**src/rtl/nbus_pkg.sv**
```systemverilog
package nbus_pkg;
   typedef enum logic [1:0] {
      ST_IDLE = 2'd0,
      ST_ADDR = 2'd1,
      ST_DATA = 2'd2
   } nbus_state_e;
endpackage

```
**src/rtl/nbus_seq.sv**
```systemverilog
module nbus_seq
   import nbus_pkg::*;
(
   input  logic        clk,
   input  logic        rst_n,
   input  logic        req_valid,
   input  logic        rdy_n,
   output nbus_state_e state,
   output logic        load,
   output logic        finish
);
   nbus_state_e nxt;

   // ready is only meaningful in a data clock
   assign finish = (state == ST_DATA) && !rdy_n;
   assign load   = req_valid && ((state == ST_IDLE) || finish);

   always_comb begin
      nxt = state;
      unique case (state)
         ST_IDLE: nxt = load ? ST_ADDR : ST_IDLE;
         ST_ADDR: nxt = ST_DATA;
         ST_DATA: begin
            if (finish) nxt = load ? ST_ADDR : ST_IDLE;
            else        nxt = ST_DATA;
         end
         default: nxt = ST_IDLE;
      endcase
   end

   always_ff @(posedge clk or negedge rst_n) begin
      if (!rst_n) state <= ST_IDLE;
      else        state <= nxt;
   end
endmodule

```
**src/rtl/nbus_req_latch.sv**
```systemverilog
module nbus_req_latch #(
   parameter int ADDR_W = 30,
   parameter int DATA_W = 32,
   parameter int BE_W   = DATA_W / 8
) (
   input  logic              clk,
   input  logic              rst_n,
   input  logic              load,
   input  logic              in_write,
   input  logic              in_mem,
   input  logic              in_data,
   input  logic [ADDR_W-1:0] in_addr,
   input  logic [BE_W-1:0]   in_be,
   input  logic [DATA_W-1:0] in_wdata,
   output logic              q_write,
   output logic              q_mem,
   output logic              q_data,
   output logic [ADDR_W-1:0] q_addr,
   output logic [BE_W-1:0]   q_be_n,
   output logic [DATA_W-1:0] q_wdata
);
   always_ff @(posedge clk or negedge rst_n) begin
      if (!rst_n) begin
         q_write <= 1'b0;
         q_mem   <= 1'b0;
         q_data  <= 1'b0;
         q_addr  <= '0;
         q_be_n  <= '1;
         q_wdata <= '0;
      end else if (load) begin
         q_write <= in_write;
         q_mem   <= in_mem;
         q_data  <= in_data;
         q_addr  <= in_addr;
         q_be_n  <= ~in_be;
         q_wdata <= in_wdata;
      end
   end
endmodule

```
**src/rtl/nbus_rd_capture.sv**
```systemverilog
module nbus_rd_capture #(
   parameter int DATA_W = 32
) (
   input  logic              clk,
   input  logic              rst_n,
   input  logic              finish,
   input  logic              is_write,
   input  logic [DATA_W-1:0] bus_din,
   output logic              done,
   output logic [DATA_W-1:0] rd_data
);
   always_ff @(posedge clk or negedge rst_n) begin
      if (!rst_n) begin
         done    <= 1'b0;
         rd_data <= '0;
      end else begin
         done <= finish;
         if (finish && !is_write) rd_data <= bus_din;
      end
   end
endmodule

```
**src/rtl/nbus_master.sv**
```systemverilog
module nbus_master
   import nbus_pkg::*;
#(
   parameter int ADDR_W      = 30,
   parameter int DATA_W      = 32,
   parameter int BE_W        = DATA_W / 8,
   parameter bit GATE_WDATA  = 1'b1
) (
   input  logic              clk,
   input  logic              rst_n,
   input  logic              req_valid,
   input  logic              req_write,
   input  logic              req_mem,
   input  logic              req_data,
   input  logic [ADDR_W-1:0] req_addr,
   input  logic [BE_W-1:0]   req_be,
   input  logic [DATA_W-1:0] req_wdata,
   output logic              req_ready,
   output logic              done,
   output logic [DATA_W-1:0] rd_data,
   output logic              ads_n,
   output logic [ADDR_W-1:0] addr_out,
   output logic [BE_W-1:0]   be_n,
   output logic              mio,
   output logic              dc,
   output logic              wr,
   output logic              blast_n,
   input  logic              rdy_n,
   input  logic [DATA_W-1:0] bus_din,
   output logic [DATA_W-1:0] data_out,
   output logic              data_oe
);
   localparam int BYTES = DATA_W / 8;

   initial begin
      assert (DATA_W % 8 == 0 && DATA_W >= 8)
         else $error("DATA_W must be a whole number of bytes");
      assert (BE_W == BYTES)
         else $error("BE_W must equal DATA_W/8");
      assert (ADDR_W >= 1)
         else $error("ADDR_W must be positive");
   end

   nbus_state_e state;
   logic        load, finish;
   logic [DATA_W-1:0] wdata_q;

   nbus_seq u_seq (
      .clk(clk), .rst_n(rst_n), .req_valid(req_valid), .rdy_n(rdy_n),
      .state(state), .load(load), .finish(finish)
   );

   nbus_req_latch #(.ADDR_W(ADDR_W), .DATA_W(DATA_W), .BE_W(BE_W)) u_latch (
      .clk(clk), .rst_n(rst_n), .load(load),
      .in_write(req_write), .in_mem(req_mem), .in_data(req_data),
      .in_addr(req_addr), .in_be(req_be), .in_wdata(req_wdata),
      .q_write(wr), .q_mem(mio), .q_data(dc),
      .q_addr(addr_out), .q_be_n(be_n), .q_wdata(wdata_q)
   );

   nbus_rd_capture #(.DATA_W(DATA_W)) u_rd (
      .clk(clk), .rst_n(rst_n), .finish(finish), .is_write(wr),
      .bus_din(bus_din), .done(done), .rd_data(rd_data)
   );

   assign req_ready = (state == ST_IDLE) || finish;
   assign ads_n     = (state != ST_ADDR);
   assign blast_n   = (state != ST_DATA);
   assign data_oe   = (state == ST_DATA) && wr;

   generate
      if (GATE_WDATA) begin : g_gate
         assign data_out = data_oe ? wdata_q : '0;
      end else begin : g_hold
         assign data_out = wdata_q;
      end
   endgenerate
endmodule

```
**config.mk**
```make
export PLATFORM = sky130hd
export DESIGN_NAME = nbus_master
export DESIGN_NICKNAME = d
export VERILOG_FILES = /design/src/rtl/nbus_pkg.sv /design/src/rtl/nbus_seq.sv /design/src/rtl/nbus_req_latch.sv /design/src/rtl/nbus_rd_capture.sv /design/src/rtl/nbus_master.sv
export SDC_FILE = /design/constraint.sdc
export NUM_CORES = 1
export LEC_CHECK = 0
export ABC_AREA = 1
export ABC_CLOCK_PERIOD_IN_PS = 1600
export BUFFER_PORTS_ARGS = -buffer_cell sky130_fd_sc_hd__buf_2
export CAP_MARGIN = 10
export CORE_MARGIN = 2
export CORE_UTILIZATION = 40
export CTS_CLUSTER_SIZE = 24
export DETAILED_ROUTE_END_ITERATION = 16
export PLACE_DENSITY = 0.82
export SYNTH_ARGS = -nofsm -noshare
export SYNTH_HDL_FRONTEND = slang
export SYNTH_HIERARCHICAL = 1
export SYNTH_SLANG_ARGS = --single-unit
export TNS_END_PERCENT = 30
```
**constraint.sdc**
```tcl
create_clock -name clk -period 1.6 [get_ports clk]
set_input_delay 0 -clock clk [delete_from_list [all_inputs] [get_ports clk]]
set_output_delay 0 -clock clk [all_outputs]
set_load 0.03 [all_outputs]
```
==> out/results.txt, run 1 <==
The flow ran to the end, and the final reports show no timing, DRC or antenna violations. The tools report the initial antenna violation count as 0. In the global route stage, met1 resource usage came out at 24.9%.

The min-delay analysis places its worst path in the category in -> async. For met2 alone, demand over resource in global routing was 39.4%. The final-report hold violation count was 0.

TritonCTS built the clock tree. The synthesized netlist contains 20 unique library cells. In the final design database the tool counted 936 nets.

After technology mapping, the gate count stands at 523. For this run, the detailed router's first-pass iteration total came to 5. In the global route stage, met3 resource usage came out at 5.39%.

The signal on the critical path passes through inv_2 -> nand3_4 -> buf_12 -> nor2_1 -> clkbuf_4. The run gives 41.7% as the proportion of power drawn by flip-flops and latches. Fill cells in the final layout number 854. The number of register bits inferred by synthesis was 104; the maximum clock insertion buffer count was 2.

STA classifies the critical path startpoint as a register. The worst setup path is captured at an output port. Dividing the final minimum period by the clock period gives 93.5%.

The transition time at the pin with the least slew margin is 494 ps. Timing would allow up to 668 MHz. Of the cells placed in the final design, the portion with a size suffix greater than 1 is 31.3%. For this run, the number of Yosys warnings is 6. For this run, the slowest stage of the critical path takes 440 ps. The die is 109 microns wide. The internal power of the cells totals 5.39 mW.

Data on the critical path is required at its endpoint by 1600 ps. The synthesized design spends more area on one cell type than any other, namely sky130_fd_sc_hd__dfrtp_1. Dividing the detail-routed via count by the number of cells gives 4.60. In this run the register-to-register setup slack is 190 ps.

In the final timing run, aggregate negative setup slack is 0 ps. The logs give 41.0% for the fraction of power consumed by combinational cells and 237 for the count of routing violations after the opening detailed-route iteration. Entering global routing, the biggest net connects 70 pins.

For this design the ratio of total power to cell area is 1380 nW/um^2. 0 antenna diodes ended up in the layout. Summing the sequential cell areas from Yosys gives 58.6% of the chip area. The worst slew margin relative to its limit came out at 67.1%. The number of cells on the worst reg-to-reg path is 6. The tools report the die area as 12,000 sq um. Timing analysis after detailed placement gives a worst setup slack of 62.1 ps. The setup skew after layout is 10.4 ps. After clock tree synthesis, the clock-pin slew on the worst setup and hold paths is 100 ps. The multi-input combinational cells in the finished layout cover a total of 1440 sq um. The slowest cell on the critical path was sky130_fd_sc_hd__dfrtp_2.

The number of global-route vias before repair was 4,412; the relative contribution of the clock network to total power was 17.3%. The run gives 0 as the final-report max-slew violation count. The number of buffers created by CTS came out at 9.

Net switching is 42.7% of the power. After synthesis the cells add up to 4450 sq um. Max-cap violations in this run came to 0. Setup slack on the critical path of the routed design comes to 104 ps. Summed over all nets, the switching power comes to 4.01 mW. Post-synthesis area per instance: 8.50 sq um. The logs give 0.805 for the weighted congestion at the end of routability-driven global placement and 211 for the number of ports placed on the die boundary.

The level count of the clock H-tree is 3. Subtracting the final worst setup slack from the clock period gives 1500 ps. At the worst endpoint, the arrival time is 1500 ps. The run gives 0 as the antenna violation net count after detailed routing. The post-detailed-routing wire length was 13.3 mm. The quantity of I/O buffers inserted on ports is 210.

In the layout the commonest cells are sky130_fd_sc_hd__nand2_1 (265), sky130_fd_sc_hd__buf_2 (207), sky130_fd_sc_hd__dlygate4sd3_1 (105). The share of synthesized area in the top cell type comes to 56.3%. The number of nets handed over by synthesis was 628. Setup violations remaining at the end of the flow were counted as 0. Busiest metal layer after global routing: met2. From bottom edge to top edge, the die measures 109 microns.

The CTS sink count was 104; the routed wirelength normalized by instance count was 13.6 microns. Once detailed placement completed, the half-perimeter wirelength came to 7.54 mm. VDD sags by at most 0.000866 V.

The startpoint identified for the worst register-to-register timing path is u_seq/state[0]$_DFF_PN0_. Hold is met by 132 ps. The run gives 0 as the overall overflow remaining after global route.

For the total via count in the routed design, the log shows 4,488. Setup repair after global routing left no endpoint under its margin. The library cell used most frequently in the layout, excluding fill and tap cells, is sky130_fd_sc_hd__nand2_1. In the global route stage, overall resource usage came out at 21.9%.

The clock reaches the later pin of the worst-skew pair after 360 ps. In the post-synthesis netlist, the biggest area contributors are sky130_fd_sc_hd__dfrtp_1 (56%), sky130_fd_sc_hd__nand2_1 (22%), sky130_fd_sc_hd__nand3_1 (3.7%), sky130_fd_sc_hd__inv_1 (3.4%), sky130_fd_sc_hd__nor2_1 (2.7%). The first global-routing pass estimated 20.3 mm of wire. The static power due to leakage is 3.92 nW. Clock tree synthesis selected as its root buffer the cell sky130_fd_sc_hd__clkbuf_8.

Once the floorplan was initialized, standard cells occupied 41.0% of the core. The logs give 2610 sq um for the register area and 0 for the total DRC errors in the routed layout. The type of the worst setup path was reg -> out.

The worst register-to-register path ends at u_rd/rd_data[24]$_DFFE_PN0P_. The core box area is 10,800 sq um, and the biggest fanout along the worst timing path is 33. The area growth from synthesis to layout is 53.4%. The floorplan has 38 rows.
==> cell type report <==
cell class,count,area share [%]
tap,140,2.57
clock inverter,5,0.936
timing repair buffer,325,32.8
multi-input combinational,348,21.1
sequential,104,38.3
clock buffer,11,1.93
inverter,43,2.48
==> timing repair <==
action | in CTS | in global routing
setup endpoints to repair | 2 | 98
setup buffers | 1 | 1
gates resized for setup | 1 | 5
pin swaps | 1 | 0
hold buffers | 105 | 0
endpoints found under the hold margin | 203 | 0
==> Yosys cell counts <==
cell type                    n
sky130_fd_sc_hd__inv_1      40
sky130_fd_sc_hd__nor2_2      2
sky130_fd_sc_hd__nand3_1    33
sky130_fd_sc_hd__nand3_4     1
sky130_fd_sc_hd__o21bai_1    1
sky130_fd_sc_hd__nor3_2      1
sky130_fd_sc_hd__clkbuf_8    3
sky130_fd_sc_hd__dfstp_2     4
sky130_fd_sc_hd__buf_4       5
sky130_fd_sc_hd__dfrtp_1   100
sky130_fd_sc_hd__buf_12      1
sky130_fd_sc_hd__inv_2       1
sky130_fd_sc_hd__buf_6       9
sky130_fd_sc_hd__nor2_1     32
sky130_fd_sc_hd__nand2_2    11
sky130_fd_sc_hd__nand2_1   265
sky130_fd_sc_hd__inv_4       2
sky130_fd_sc_hd__nand2_8     1
sky130_fd_sc_hd__buf_2      10
sky130_fd_sc_hd__or2_2       1
==> per-stage QoR <==
stage | cells | power [mW] | util [%] | instance area [sq um]
3_5_place_dp | 853 | 7.54 | 51.2 | 5550
6_report | 976 | 9.40 | 62.9 | 6820
5_1_grt | 976 | 10.0 | 62.9 | 6820
2_1_floorplan | 523 | 6.42 | - | 4450
4_1_cts | 975 | 9.39 | 62.8 | 6800
3_3_place_gp | 853 | 7.45 | 51.2 | 5550
==> sequential cells by signal, summed over array words and instances (netlist names) <==
name / cells
u_latch/q_data: 1
u_latch/q_write: 1
u_rd/rd_data: 32
u_latch/q_wdata: 32
u_seq/state: 2
u_latch/q_addr: 30
u_latch/q_be_n: 4
u_latch/q_mem: 1
u_rd/done: 1
==> worst max path at each step <==
stage          slack (ps)  cells after the start                        endpoint                   startpoint
2_1_floorplan         280                      3                    data_out[27]  u_latch/q_write$_DFFE_PN0P_
3_3_place_gp          120                      6   u_latch/q_addr[0]$_DFFE_PN0P_     u_seq/state[1]$_DFF_PN0_
3_5_place_dp           60                      6  u_latch/q_addr[17]$_DFFE_PN0P_     u_seq/state[1]$_DFF_PN0_
4_1_cts                20                      5                    data_out[18]     u_seq/state[0]$_DFF_PN0_
5_1_grt                20                      5                     data_out[4]     u_seq/state[0]$_DFF_PN0_
6_report              100                      5                     data_out[4]     u_seq/state[0]$_DFF_PN0_
==> power groups by stage <==
stage	logic, mW	registers (mW)	clock network (mW)
after floorplan	1.29	5.13	0
after global placement	3.52	3.92	0
after detailed placement	3.61	3.93	0
after CTS	3.81	3.90	1.68
after global routing	4.17	4.01	1.82
final	3.85	3.92	1.63
==> metal layers <==
layer / routed length (microns) / part of all wire (%)
met3: 867 / 6.5
met5: 0 / 0
met1: 5100 / 38
met2: 6980 / 53
met4: 346 / 2.6
==> worst max-delay path, delay by kind of cell (launching register included) <==
family	cells	cell delay [ps]
and+or+nand+nor	2	210
DFF	1	440
buffers and inverters	3	480
==> cell families after synthesis <==
logic type,after synthesis,share of synthesized area (%)
simple gates,347,31.8
compound gates,1,0.169
flops,104,58.6
buf+inv,71,9.37
(Power assumes the default switching activity.)
==> run 2: changes to the inputs <==
- CORE_UTILIZATION: 40 -> 46
- PLACE_DENSITY: 0.82 -> 0.9
==> out/results.txt, run 2 (synthesized netlist as in run 1, its figures left out) <==
The critical path is of the reg -> out type. Entering global routing, the biggest net connects 105 pins. Timing analysis after detailed placement gives a worst setup slack of 99.7 ps.

The core box area is 9330 sq um. Dividing the detail-routed wire length by the instance count gives 15.7 microns. Combinational logic burns 41.0% of the power.

TritonCTS built the clock tree. After layout, the worst setup slack is 56.7 ps. The completed layout was analyzed and its total power is 9.86 mW.

Max-cap violations in this run came to 0. The worst setup path is captured at an output port. The maximum resistive drop on vdd is 0.000820 V, and the initial antenna violation count is 0. The part of the cycle the worst path needs was 96.5%; the worst slew margin relative to its limit was 62.1%. The run gives 104 as the CTS sink count. The congestion estimate from routability-driven global placement came to 0.771. The switching power is 4.27 mW. At the pin with the least slew margin, the transition time is 568 ps. Of all nets on the critical path, the largest fanout is 17.

In the final layout, the registers with the most flip-flops are u_latch/q_wdata: 32 flops, u_rd/rd_data: 32 flops, u_latch/q_addr: 30 flops. Setup violations remaining at the end of the flow were counted as 0. Of the total power, registers draw 40.6%.

Row generation in the floorplan step produced 35 rows. The most common cell after layout, fill and taps aside is sky130_fd_sc_hd__nand2_1. The initial utilization of the core area, before any placement, comes to 47.7%. The final-report max-slew violation count was 0; the global-route usage over all layers was 29.4%. For the wire length of the first global-routing pass, the log shows 23.7 mm. The die area was 10,500 sq um; the level count of the clock H-tree was 3.

In this run the static leakage power is 3.95 nW. Summing over every cut layer, the via total after detailed routing is 4,755. Clock-pin slew was measured on the worst setup and hold paths at 100 ps. The HPWL after detailed placement is 7.63 mm. The worst path required time was 1600 ps.

The area of the multi-input gates is 1480 sq um. In this run the deepest clock path goes through 2 buffers. TritonCTS created 9 clock buffers. The tools report the internal power as 5.58 mW. For this run the aggregate overflow at the end of global routing stands at 0.

The library cells used most frequently in the layout, excluding fill and tap cells, are sky130_fd_sc_hd__nand2_1 (263), sky130_fd_sc_hd__buf_2 (208), sky130_fd_sc_hd__dlygate4sd3_1 (104). Static timing analysis puts the maximum clock frequency at 648 MHz. Dividing total power by cell area gives a power density of 1430 nW/um^2.

Across all hold checks on the routed design, the worst slack comes to 236 ps. The tightest min-delay check is of the in -> async type. The vertical die dimension is 102 microns, and the post-detailed-routing wire length is 15.2 mm. The number of nets in the layout was 938. The share of total power dissipated in the clock network is 18.4%.

The final-report hold violation count was 0; the die boundary width was 102 microns. The cell sitting at the root of the clock tree is a sky130_fd_sc_hd__clkbuf_8. Net switching is 43.4% of the power. STA puts the critical path data arrival time at 1540 ps.

The via density per instance works out to 4.91. The post-route netlist has 32.2% of its cells at a drive strength greater than 1. The clock latency at the later pin of the worst-skew pair came out at 350 ps. The quantity of I/O buffers inserted on ports is 210, and the final-layout fill cell count is 573.

The number of global-route vias before repair is 4,943. The register area was 2610 sq um. The logs give 211 for the number of ports placed on the die boundary and 0 for the total DRC errors in the routed layout. The routed design could run at a clock period as short as 1540 ps. The pre-antenna-repair detailed-routing pass consisted of 5 iterations.

The run gives 258 as the count of routing violations after the opening detailed-route iteration. The tools report the antenna violation net count after detailed routing as 0. The setup skew after layout was 12.5 ps. The tools report the critical path launch point type as a register.

The area growth from synthesis to layout is 54.6%. The run finished with clean final reports.
==> run 2: cell types whose count changed in the layout (fill, tap and decap cells not counted), sizes merged <==
cell         change
inv              +1
buf              +2
dlygate4sd3      -1
nand3            +2
bufinv           +1
clkinv           +1
clkinvlp         -1
clkbuf           -3
diode            +1
==> run 2: metal layers <==
layer | global-route usage (%) | part of all wire [%] | up-vias
li1 | - | - | 2176
met4 | 14.6 | 3.0 | 0
met1 | 32.5 | 36 | 2256
met3 | 9.64 | 10 | 41
met2 | 51.0 | 50 | 282
met5 | 0 | 0 | -
==> run 2: worst max-delay path: stages (launching register included) <==
cell and delay [ps]:
sky130_fd_sc_hd__dfrtp_2 480, sky130_fd_sc_hd__inv_4 140, sky130_fd_sc_hd__nand3_4 80, sky130_fd_sc_hd__buf_12 160, sky130_fd_sc_hd__nor2_1 110, sky130_fd_sc_hd__buf_2 220
==> run 2: area by class of cell <==
cell class / instances / area share (%)
inverters: 43 / 2.49
repair buffers: 325 / 32.4
clock buffers: 9 / 1.80
flip-flops and latches: 104 / 38.0
multi-input cells: 350 / 21.5
well taps: 129 / 2.35
clock inverters: 7 / 1.46
diodes: 1 / 0.0364
==> run 2: worst paths after layout <==
kind,start,endpoint,slack [ps],depth (start not counted)
worst max-delay path,u_seq/state[0]$_DFF_PN0_,data_out[25],60,5
worst min-delay path,rst_n,u_latch/q_wdata[15]$_DFFE_PN0P_,240,3
worst max register to register,u_seq/state[1]$_DFF_PN0_,u_rd/rd_data[11]$_DFFE_PN0P_,80,6
worst min register to register,u_latch/q_be_n[1]$_DFFE_PN1P_,u_latch/q_be_n[1]$_DFFE_PN1P_,470,2
max in group asynchronous,rst_n,u_latch/q_wdata[14]$_DFFE_PN0P_,910,3
min in group clk,req_addr[11],u_latch/q_addr[11]$_DFFE_PN0P_,380,4
==> run 2: repair_timing <==
item,in CTS,in global routing
hold buffers,104,0
resized for setup,4,7
endpoints found under the hold margin,203,0
pin swaps,2,1
setup endpoints to repair,34,100
gates cloned,1,1
buffers inserted,3,2
==> run 2: power by group through the flow <==
stage	clock network [mW]	registers [mW]	logic [mW]
global route	1.94	4.09	4.35
floorplan	0	5.13	1.29
detailed placement	0	3.94	3.59
global placement	0	3.92	3.49
CTS	1.86	3.92	3.81
finish	1.81	4.00	4.04
==> run 2: metrics by stage <==
stage / util (%) / instance area [sq um] / cells / TNS [ps]
4_1_cts: 73.1 / 6820 / 965 / 0
3_5_place_dp: 59.0 / 5500 / 841 / 0
2_1_floorplan: - / 4450 / 523 / 0
3_3_place_gp: 59.0 / 5500 / 841 / 0
5_1_grt: 73.7 / 6870 / 967 / -10.1
6_report: 73.7 / 6880 / 968 / 0
